$ cat src/rtl/ovp_pkg.sv
package ovp_pkg;

    localparam int CFG_W = 8;
    localparam int RUN_W = 2;

    typedef enum logic [1:0] {
        PM_ALWAYS = 2'b00,
        PM_CHANGE = 2'b01,
        PM_TWO    = 2'b10,
        PM_THREE  = 2'b11
    } pmode_e;

    // Control fields, msb first; bit 0 of the byte is a constant zero.
    typedef struct packed {
        logic   crc_ie;
        logic   spare;
        logic   febe_ie;
        pmode_e ovh_mode;
        pmode_e eoc_mode;
    } ctrl_t;

endpackage

$ cat src/rtl/ovp_ctrl.sv
module ovp_ctrl
    import ovp_pkg::*;
(
    input  logic             clk,
    input  logic             rst_n,
    input  logic             we_i,
    input  logic [CFG_W-1:0] wdata_i,
    output ctrl_t            ctrl_o,
    output logic [CFG_W-1:0] byte_o
);

    ctrl_t ctrl_d, ctrl_q;

    always_comb begin
        ctrl_d = ctrl_q;
        if (we_i) begin
            ctrl_d = ctrl_t'(wdata_i[CFG_W-1:1]);
        end
    end

    always_ff @(posedge clk) begin
        if (!rst_n) begin
            ctrl_q <= '0;
        end else begin
            ctrl_q <= ctrl_d;
        end
    end

    assign ctrl_o = ctrl_q;
    assign byte_o = {ctrl_q, 1'b0};

endmodule

$ cat src/rtl/ovp_persist.sv
module ovp_persist
    import ovp_pkg::*;
#(
    parameter int W = 11
) (
    input  logic         clk,
    input  logic         rst_n,
    input  pmode_e       mode_i,
    input  logic         valid_i,
    input  logic [W-1:0] data_i,
    output logic [W-1:0] val_o,
    output logic         irq_o
);

    typedef struct packed {
        logic [W-1:0]     val;
        logic [W-1:0]     cand;
        logic [RUN_W-1:0] run;
        logic             irq;
    } st_t;

    st_t st_d, st_q;
    logic [RUN_W-1:0] need;
    logic [RUN_W-1:0] run_inc;

    always_comb begin
        need    = (mode_i == PM_THREE) ? RUN_W'(3) : RUN_W'(2);
        run_inc = st_q.run + RUN_W'(1);
        st_d     = st_q;
        st_d.irq = 1'b0;
        if (valid_i) begin
            unique case (mode_i)
                PM_ALWAYS: begin
                    st_d.val = data_i;
                    st_d.irq = 1'b1;
                    st_d.run = '0;
                end
                PM_CHANGE: begin
                    st_d.run = '0;
                    if (data_i != st_q.val) begin
                        st_d.val = data_i;
                        st_d.irq = 1'b1;
                    end
                end
                default: begin
                    if (data_i == st_q.val) begin
                        st_d.run = '0;
                    end else if ((st_q.run != '0) && (data_i == st_q.cand)) begin
                        if (run_inc == need) begin
                            st_d.val = data_i;
                            st_d.irq = 1'b1;
                            st_d.run = '0;
                        end else begin
                            st_d.run = run_inc;
                        end
                    end else begin
                        st_d.cand = data_i;
                        st_d.run  = RUN_W'(1);
                    end
                end
            endcase
        end
    end

    always_ff @(posedge clk) begin
        if (!rst_n) begin
            st_q <= '0;
        end else begin
            st_q <= st_d;
        end
    end

    assign val_o = st_q.val;
    assign irq_o = st_q.irq;

endmodule

$ cat src/rtl/ovp_status.sv
module ovp_status (
    input  logic clk,
    input  logic rst_n,
    input  logic valid_i,
    input  logic crc_err_i,
    input  logic febe_i,
    input  logic crc_ie_i,
    input  logic febe_ie_i,
    output logic irq_o,
    output logic ne_ok_o,
    output logic fe_ok_o,
    output logic ne_inc_o,
    output logic fe_inc_o
);

    typedef struct packed {
        logic irq;
        logic ne_ok;
        logic fe_ok;
        logic ne_inc;
        logic fe_inc;
    } st_t;

    st_t st_d, st_q;

    always_comb begin
        st_d        = st_q;
        st_d.irq    = 1'b0;
        st_d.ne_inc = 1'b0;
        st_d.fe_inc = 1'b0;
        if (valid_i) begin
            st_d.ne_ok  = !crc_err_i;
            st_d.fe_ok  = febe_i;
            st_d.ne_inc = crc_err_i;
            st_d.fe_inc = !febe_i;
            st_d.irq    = (crc_ie_i && crc_err_i) || (febe_ie_i && !febe_i);
        end
    end

    always_ff @(posedge clk) begin
        if (!rst_n) begin
            st_q <= '{irq: 1'b0, ne_ok: 1'b1, fe_ok: 1'b1, ne_inc: 1'b0, fe_inc: 1'b0};
        end else begin
            st_q <= st_d;
        end
    end

    assign irq_o    = st_q.irq;
    assign ne_ok_o  = st_q.ne_ok;
    assign fe_ok_o  = st_q.fe_ok;
    assign ne_inc_o = st_q.ne_inc;
    assign fe_inc_o = st_q.fe_inc;

endmodule

$ cat src/rtl/ovp_validator.sv
module ovp_validator
    import ovp_pkg::*;
#(
    parameter int OVH_W = 11,
    parameter int EOC_W = 13
) (
    input  logic             clk,
    input  logic             rst_n,
    input  logic             cfg_we,
    input  logic [7:0]       cfg_wdata,
    output logic [7:0]       cfg_o,
    input  logic             sf_valid,
    input  logic [OVH_W-1:0] sf_ovh,
    input  logic             sf_crc_err,
    input  logic             sf_febe,
    input  logic             hsf_valid,
    input  logic [EOC_W-1:0] hsf_msg,
    output logic [OVH_W-1:0] ovh_data,
    output logic             ovh_irq,
    output logic [EOC_W-1:0] eoc_data,
    output logic             eoc_irq,
    output logic             stat_irq,
    output logic             stat_ne_ok,
    output logic             stat_fe_ok,
    output logic             ne_cnt_inc,
    output logic             fe_cnt_inc
);

    ctrl_t ctrl;

    ovp_ctrl u_ctrl (
        .clk     (clk),
        .rst_n   (rst_n),
        .we_i    (cfg_we),
        .wdata_i (cfg_wdata),
        .ctrl_o  (ctrl),
        .byte_o  (cfg_o)
    );

    ovp_persist #(.W(OVH_W)) u_ovh (
        .clk     (clk),
        .rst_n   (rst_n),
        .mode_i  (ctrl.ovh_mode),
        .valid_i (sf_valid),
        .data_i  (sf_ovh),
        .val_o   (ovh_data),
        .irq_o   (ovh_irq)
    );

    ovp_persist #(.W(EOC_W)) u_eoc (
        .clk     (clk),
        .rst_n   (rst_n),
        .mode_i  (ctrl.eoc_mode),
        .valid_i (hsf_valid),
        .data_i  (hsf_msg),
        .val_o   (eoc_data),
        .irq_o   (eoc_irq)
    );

    ovp_status u_stat (
        .clk       (clk),
        .rst_n     (rst_n),
        .valid_i   (sf_valid),
        .crc_err_i (sf_crc_err),
        .febe_i    (sf_febe),
        .crc_ie_i  (ctrl.crc_ie),
        .febe_ie_i (ctrl.febe_ie),
        .irq_o     (stat_irq),
        .ne_ok_o   (stat_ne_ok),
        .fe_ok_o   (stat_fe_ok),
        .ne_inc_o  (ne_cnt_inc),
        .fe_inc_o  (fe_cnt_inc)
    );

endmodule

$ cat config.mk
export PLATFORM = sky130hd
export DESIGN_NAME = ovp_validator
export DESIGN_NICKNAME = d
export VERILOG_FILES = /design/src/rtl/ovp_pkg.sv /design/src/rtl/ovp_ctrl.sv /design/src/rtl/ovp_persist.sv /design/src/rtl/ovp_status.sv /design/src/rtl/ovp_validator.sv
export SDC_FILE = /design/constraint.sdc
export NUM_CORES = 1
export LEC_CHECK = 0
export BUFFER_PORTS_ARGS = -buffer_cell sky130_fd_sc_hd__buf_4
export CORE_MARGIN = 10
export CORE_UTILIZATION = 55
export CTS_BUF_LIST = sky130_fd_sc_hd__clkbuf_8
export DETAILED_ROUTE_END_ITERATION = 10
export PLACE_DENSITY = 0.86
export SLEW_MARGIN = 20
export SYNTH_ARGS = -nofsm -noshare
export SYNTH_HDL_FRONTEND = slang
export SYNTH_HIERARCHICAL = 1
export SYNTH_SLANG_ARGS = --single-unit
$ cat constraint.sdc
create_clock -name clk -period 3.1 [get_ports clk]
set_clock_uncertainty 0.1 [all_clocks]
set_input_delay 0.155 -clock clk [delete_from_list [all_inputs] [get_ports clk]]
set_output_delay 0.155 -clock clk [all_outputs]
set_load 0.02 [all_outputs]
Yosys cells after proc, flatten, opt, wreduce, memory -nomap -nowiden

Index checks and enable logic that the tools add are counted.

Muxes and demuxes: 30
Equality and inequality tests: 16
Reduce and logical (&&, ||, !) cells: 23
$add $sub $neg: 2
Bitwise operators: 6

Operators by type and width:

| operator                                            | number |
|---|---|
| two-way mux 13 bit                                  | 4 |
| two-way mux 11 bit                                  | 4 |
| equality test 13 bit                                | 2 |
| two-way mux 26 bit                                  | 1 |
| one-hot mux 13 bit (2 select lines)                 | 1 |
| equality test 11 bit                                | 2 |
| two-way mux 22 bit                                  | 1 |
| one-hot mux 11 bit (2 select lines)                 | 1 |
| != test 13 bit                                      | 1 |
| two-way mux 2 bit                                   | 6 |
| one-hot mux 3 bit (2 select lines)                  | 2 |
| nonzero test 3 bit                                  | 4 |
| != test 11 bit                                      | 1 |
| two-way mux 1 bit                                   | 10 |
| AND reduction 5 bit                                 | 2 |
| AND reduction 4 bit                                 | 2 |
| != test 3 bit, second input constant                | 2 |
| inverter 1 bit                                      | 6 |
| adder 2 x 1 -> 2 bit, second input constant         | 2 |
| equality test 2 x 1 -> 1 bit, second input constant | 2 |
| equality test 2 bit                                 | 2 |
| equality test 2 bit, second input constant          | 2 |
| logical AND 1 bit                                   | 4 |
| zero test 2 bit                                     | 2 |
| other kinds (6)                                     | 11 |

Register bits after elaboration: 66
Bits of input ports: 39
Output and inout bits: 39

Longest topological paths before layout

Word-level depth: 7
Gate-level depth with buffers: 8

Cells and area by module

Netlist, hierarchy kept.

By module, submodules not included:

| module               | seq. area each (um2) | times used | area each (um2) | cells an instance |
|---|---|---|---|---|
| ovp_persist at u_eoc | 580.6                | 1          | 1577.8          | 187 |
| ovp_persist at u_ovh | 500.5                | 1          | 1514.0          | 159 |
| ovp_ctrl             | 140.1                | 1          | 329.1           | 31 |
| ovp_status           | 100.1                | 1          | 168.9           | 16 |

Worst setup path before layout

No wires, ideal clock.

Kind: flip-flop to flip-flop
From: reg u_eoc/st_q[1] (netlist name)
To: reg u_eoc.st_q, in the netlist u_eoc/val_o[0]
Stages on the path, launching flop included: 9
Data arrival time: 1.935 ns
Data required time: 2.881 ns
Setup slack: 0.945 ns
Setup time: 0.119 ns
Path buffers: 1
Path through: dfxtp_1 > inv_1 > ha_1 > o21bai_1 > or4_4 > o31ai_4 > nand3_4 > buf_6 > mux2i_1

Word-level cells in the longest chain between the ends: 4
Elaborated cells between the ends (all ways): 7

RTL lines:

| element                                                           | RTL line                             | source |
|---|---|---|
| from (decl)                                                       | ovp_persist.sv:22                    | `st_t st_d, st_q;` |
| from (signal assigned)                                            | ovp_persist.sv:69                    | `st_q <= st_d;` |
| adder 2 x 1 -> 2 bit / nonzero test 2 bit (equally long branches) | ovp_persist.sv:28, ovp_persist.sv:48 |  |
| equality test 2 bit / logical AND 1 bit (equally long branches)   | ovp_persist.sv:49, ovp_persist.sv:48 |  |
| nonzero test 3 bit (no source line)                               | -                                    |  |
| AND reduction 5 bit (no source line) (*)                          | -                                    |  |

Every way passes the cells marked *; elsewhere a longest branch is shown, timed or not.
A chain may end at the register's enable or synchronous reset.

Final worst setup path

From: in hsf_msg[9]
To: reg u_eoc/st_q[9] (netlist name)

Word-level cells in the longest chain between the ends: 4
Elaborated cells between the ends (all ways): 6

RTL lines:

| element                                  | RTL line            | source |
|---|---|---|
| from (decl)                              | ovp_validator.sv:17 | `input logic [EOC_W-1:0] hsf_msg,` |
| equality test 13 bit                     | ovp_persist.sv:48   | `end else if ((st_q.run != '0) && (data_i == st_q.cand)) begin` |
| logical AND 1 bit                        | ovp_persist.sv:48   |  |
| inverter 1 bit (no source line)          | -                   |  |
| AND reduction 4 bit (no source line) (*) | -                   |  |

Marked as above.

==> impl_metrics.py <==
metrics = {
    "pwr": {
        "intPower_mw": 1.47,
        "p_comb_share_pct": 18.5,
        "p_switching_mw": 0.565,
        "power.share.clock_pct": 36.1,
        "power.density_nw_per_um2": 468,
        "p_leak_nw": 1.95,
        "seqPwrFrac_pct": 45.5,
        "p_total_mw": 2.04,
        "worst_ir_drop_vdd_v": 0.000295,
        "sw_frac_of_total_pct": 27.7,
    },
    "sta": {
        "whs_ps": 12.0,
        "drv_slew": 0,
        "fin_crit_ps": 2490,
        "final_hold_viol_count": 0,
        "setup_tns_ps": 0,
        "rsz0062_at_grt": "false",
        "worstMarginPinSlew_ps": 866,
        "clock.fmax_mhz": 401,
        "min_period_over_period_pct": 80.4,
        "setup_violations": 0,
        "relSlewSlack_pct": 42.1,
        "setup_slack_ps": 608,
    },
    "clock_tree": {
        "clk_latency_ps": 340,
        "cts_hold_buf": 20,
        "cts_htree_levels": 3,
        "post_cts.repair.setup_buffers": 0,
        "numCtsBuffers": 9,
        "clkTransAtPathRegs_ps": 70,
        "clock_path_buffers": 2,
        "cts-resized-gates": 0,
        "tritoncts": "yes",
        "clock_sinks": 66,
        "root_buffer": "clkbuf_8",
    },
    "routing": {
        "drtIter0Drc": 131,
        "drc": 0,
        "wire_per_inst_um": 16.0,
        "route.vias.total": 2861,
        "via_per_inst": 5.35,
        "firstDrtPassIters": 4,
        "wirelength_um": 8560,
        "postRouteAntennaNets": 0,
    },
    "placement": {
        "place_inst": 499,
        "io_buffers": 75,
        "dp_hpwl_um": 6040,
        "placed_cell_area_um2": 3930,
        "pre_cts_ws_ps": 797,
        "gp_congestion": 0.821,
    },
    "grt": {
        "antenna_found_initial": 0,
        "gr-total-overflow": 0,
        "grt_usage_pct": 17.3,
        "grt_pass1_vias": 3015,
        "grt_start_max_net_pins": 77,
        "grt_pass1_wl_um": 14400,
    },
    "cells_and_area": {
        "fill_cells": 488,
        "drive_gt1_share_pct": 26.4,
        "fin_nets": 494,
        "final_area_um2": 4350,
        "layout.cells.non_filler": 535,
        "antenna-diode-count": 0,
        "syn_to_final_growth_pct": 21.3,
        "fin_util_pct": 68.4,
    },
    "synth": {
        "synth.cell_area_um2": 3580,
        "avgSynthCellArea_um2": 9.14,
        "syn_nets": 433,
        "ys_warn_count": 6,
        "synth_cells": 392,
    },
    "worst_hold_path": {
        "hold_depth": 3,
        "min_from": "hsf_msg[12]",
        "min_path_type": "in2reg",
        "min_to": "u_eoc/st_q[15]$_SDFFE_PN0P_",
    },
    "critical_path": {
        "r2r_slack_ps": 740,
        "slowest_delay_ps": 600,
        "rr_startpoint": "u_eoc/val_o[12]$_SDFFE_PN0P_",
        "slowest_stage": "nor4_1",
        "path_cells": "dlygate4sd3_1 -> buf_4 -> xor2_1 -> nor4_1 -> a41oi_1 -> o21ai_2 -> buf_4 -> nand3_1 -> o21ai_0",
        "end_kind": "register",
        "crit_start": "hsf_msg[9]",
        "worstPathMaxFanout": 20,
        "r2r_cells": 7,
        "crit_family": "buffers and inverters",
        "startpoint_type": "input pin",
        "rr_endpoint": "u_eoc/st_q[9]$_SDFFE_PN0P_",
        "crit_arrival_ps": 2640,
        "crit_type": "in2reg",
        "path_common_cell": "buf_4",
        "cp_num_buf_inv": 3,
        "crit_required_ps": 3250,
    },
    "die": {
        "dieArea_um2": 10100,
        "core_area_um2": 6350,
        "initial_utilization_pct": 56.4,
        "ioPinCount": 78,
        "die_h_um": 101,
        "rows": 29,
        "die_w_um": 101,
    },
    "run_status": {
        "status": "complete, no violations",
    },
    "flow_run": {
        "cap_violations": 0,
    },
}
how the worst max path moves through the flow:
stage,end,slack [ps],cells after the start
detailed placement,u_eoc/val_o[5]$_SDFFE_PN0P_,800,7
global route,u_eoc/st_q[9]$_SDFFE_PN0P_,460,9
finish,u_eoc/st_q[9]$_SDFFE_PN0P_,610,9
CTS,u_eoc/val_o[12]$_SDFFE_PN0P_,690,7
global placement,u_eoc/val_o[9]$_SDFFE_PN0P_,830,7
floorplan,u_eoc/val_o[0]$_SDFFE_PN0P_,950,8
flip-flops by register name, summed over array words and instances, names as in the netlist:
register and cells:
u_ctrl/byte_o 7, u_eoc/irq_o 1, u_eoc/st_q 15, u_eoc/val_o 13
u_ovh/irq_o 1, u_ovh/st_q 13, u_ovh/val_o 11, u_stat/fe_inc_o 1
u_stat/fe_ok_o 1, u_stat/irq_o 1, u_stat/ne_inc_o 1, u_stat/ne_ok_o 1
layout by cell type, fill, tap and decap left out, types with 2 or more instances in the layout:
cell,n
mux2i_1,32
clkbuf_8,11
ha_1,2
a41oi_1,3
a21boi_1,2
o31ai_1,2
o22ai_1,2
nor4_1,3
nor2_1,9
nor2b_1,7
nand2_1,69
xor2_1,39
a21oi_1,2
dlygate4sd3_1,20
o21ai_0,11
buf_4,79
nand3_1,17
nor4_2,2
o32ai_2,7
nand2b_1,3
o2111ai_1,2
clkinv_2,3
nor4_4,3
o32ai_1,2
inv_1,20
dfxtp_1,66
xnor2_1,7
o21ai_2,2
nand4_1,3
area by class of cell:
type / instances / area [um^2] / area share, %
Sequential cell: 66 / 1320 / 30.4
Clock buffer: 11 / 151 / 3.48
Tap cell: 77 / 96.3 / 2.22
Timing Repair Buffer: 99 / 793 / 18.3
Clock inverter: 5 / 52.6 / 1.21
Inverter: 21 / 78.8 / 1.81
Multi-Input combinational cell: 256 / 1850 / 42.6
per-layer routing:
metal | global-route usage [%] | routed length (um) | vias to the layer above
met2 | 29.5 | 4290 | 66
met1 | 19.3 | 3520 | 1361
li1 | - | - | 1422
met3 | 4.94 | 624 | 12
met5 | 0 | 0 | -
met4 | 8.04 | 123 | 0
worst min-delay path, delay by kind of cell:
| family | cells | cell delay [ps] |
|---|---|---|
| compound gates | 1 | 60 |
| buf+inv | 1 | 130 |
| simple gates | 1 | 60 |
power groups by stage:
stage / sequential (mW) / clock, mW / combinational, mW
detailed placement: 0.944 / 0 / 0.352
CTS: 0.925 / 0.751 / 0.374
floorplan: 0.946 / 0 / 0.245
finish: 0.926 / 0.734 / 0.376
global route: 0.931 / 0.786 / 0.407
global placement: 0.941 / 0 / 0.343
Note: power is estimated with default switching activity, not from simulation.
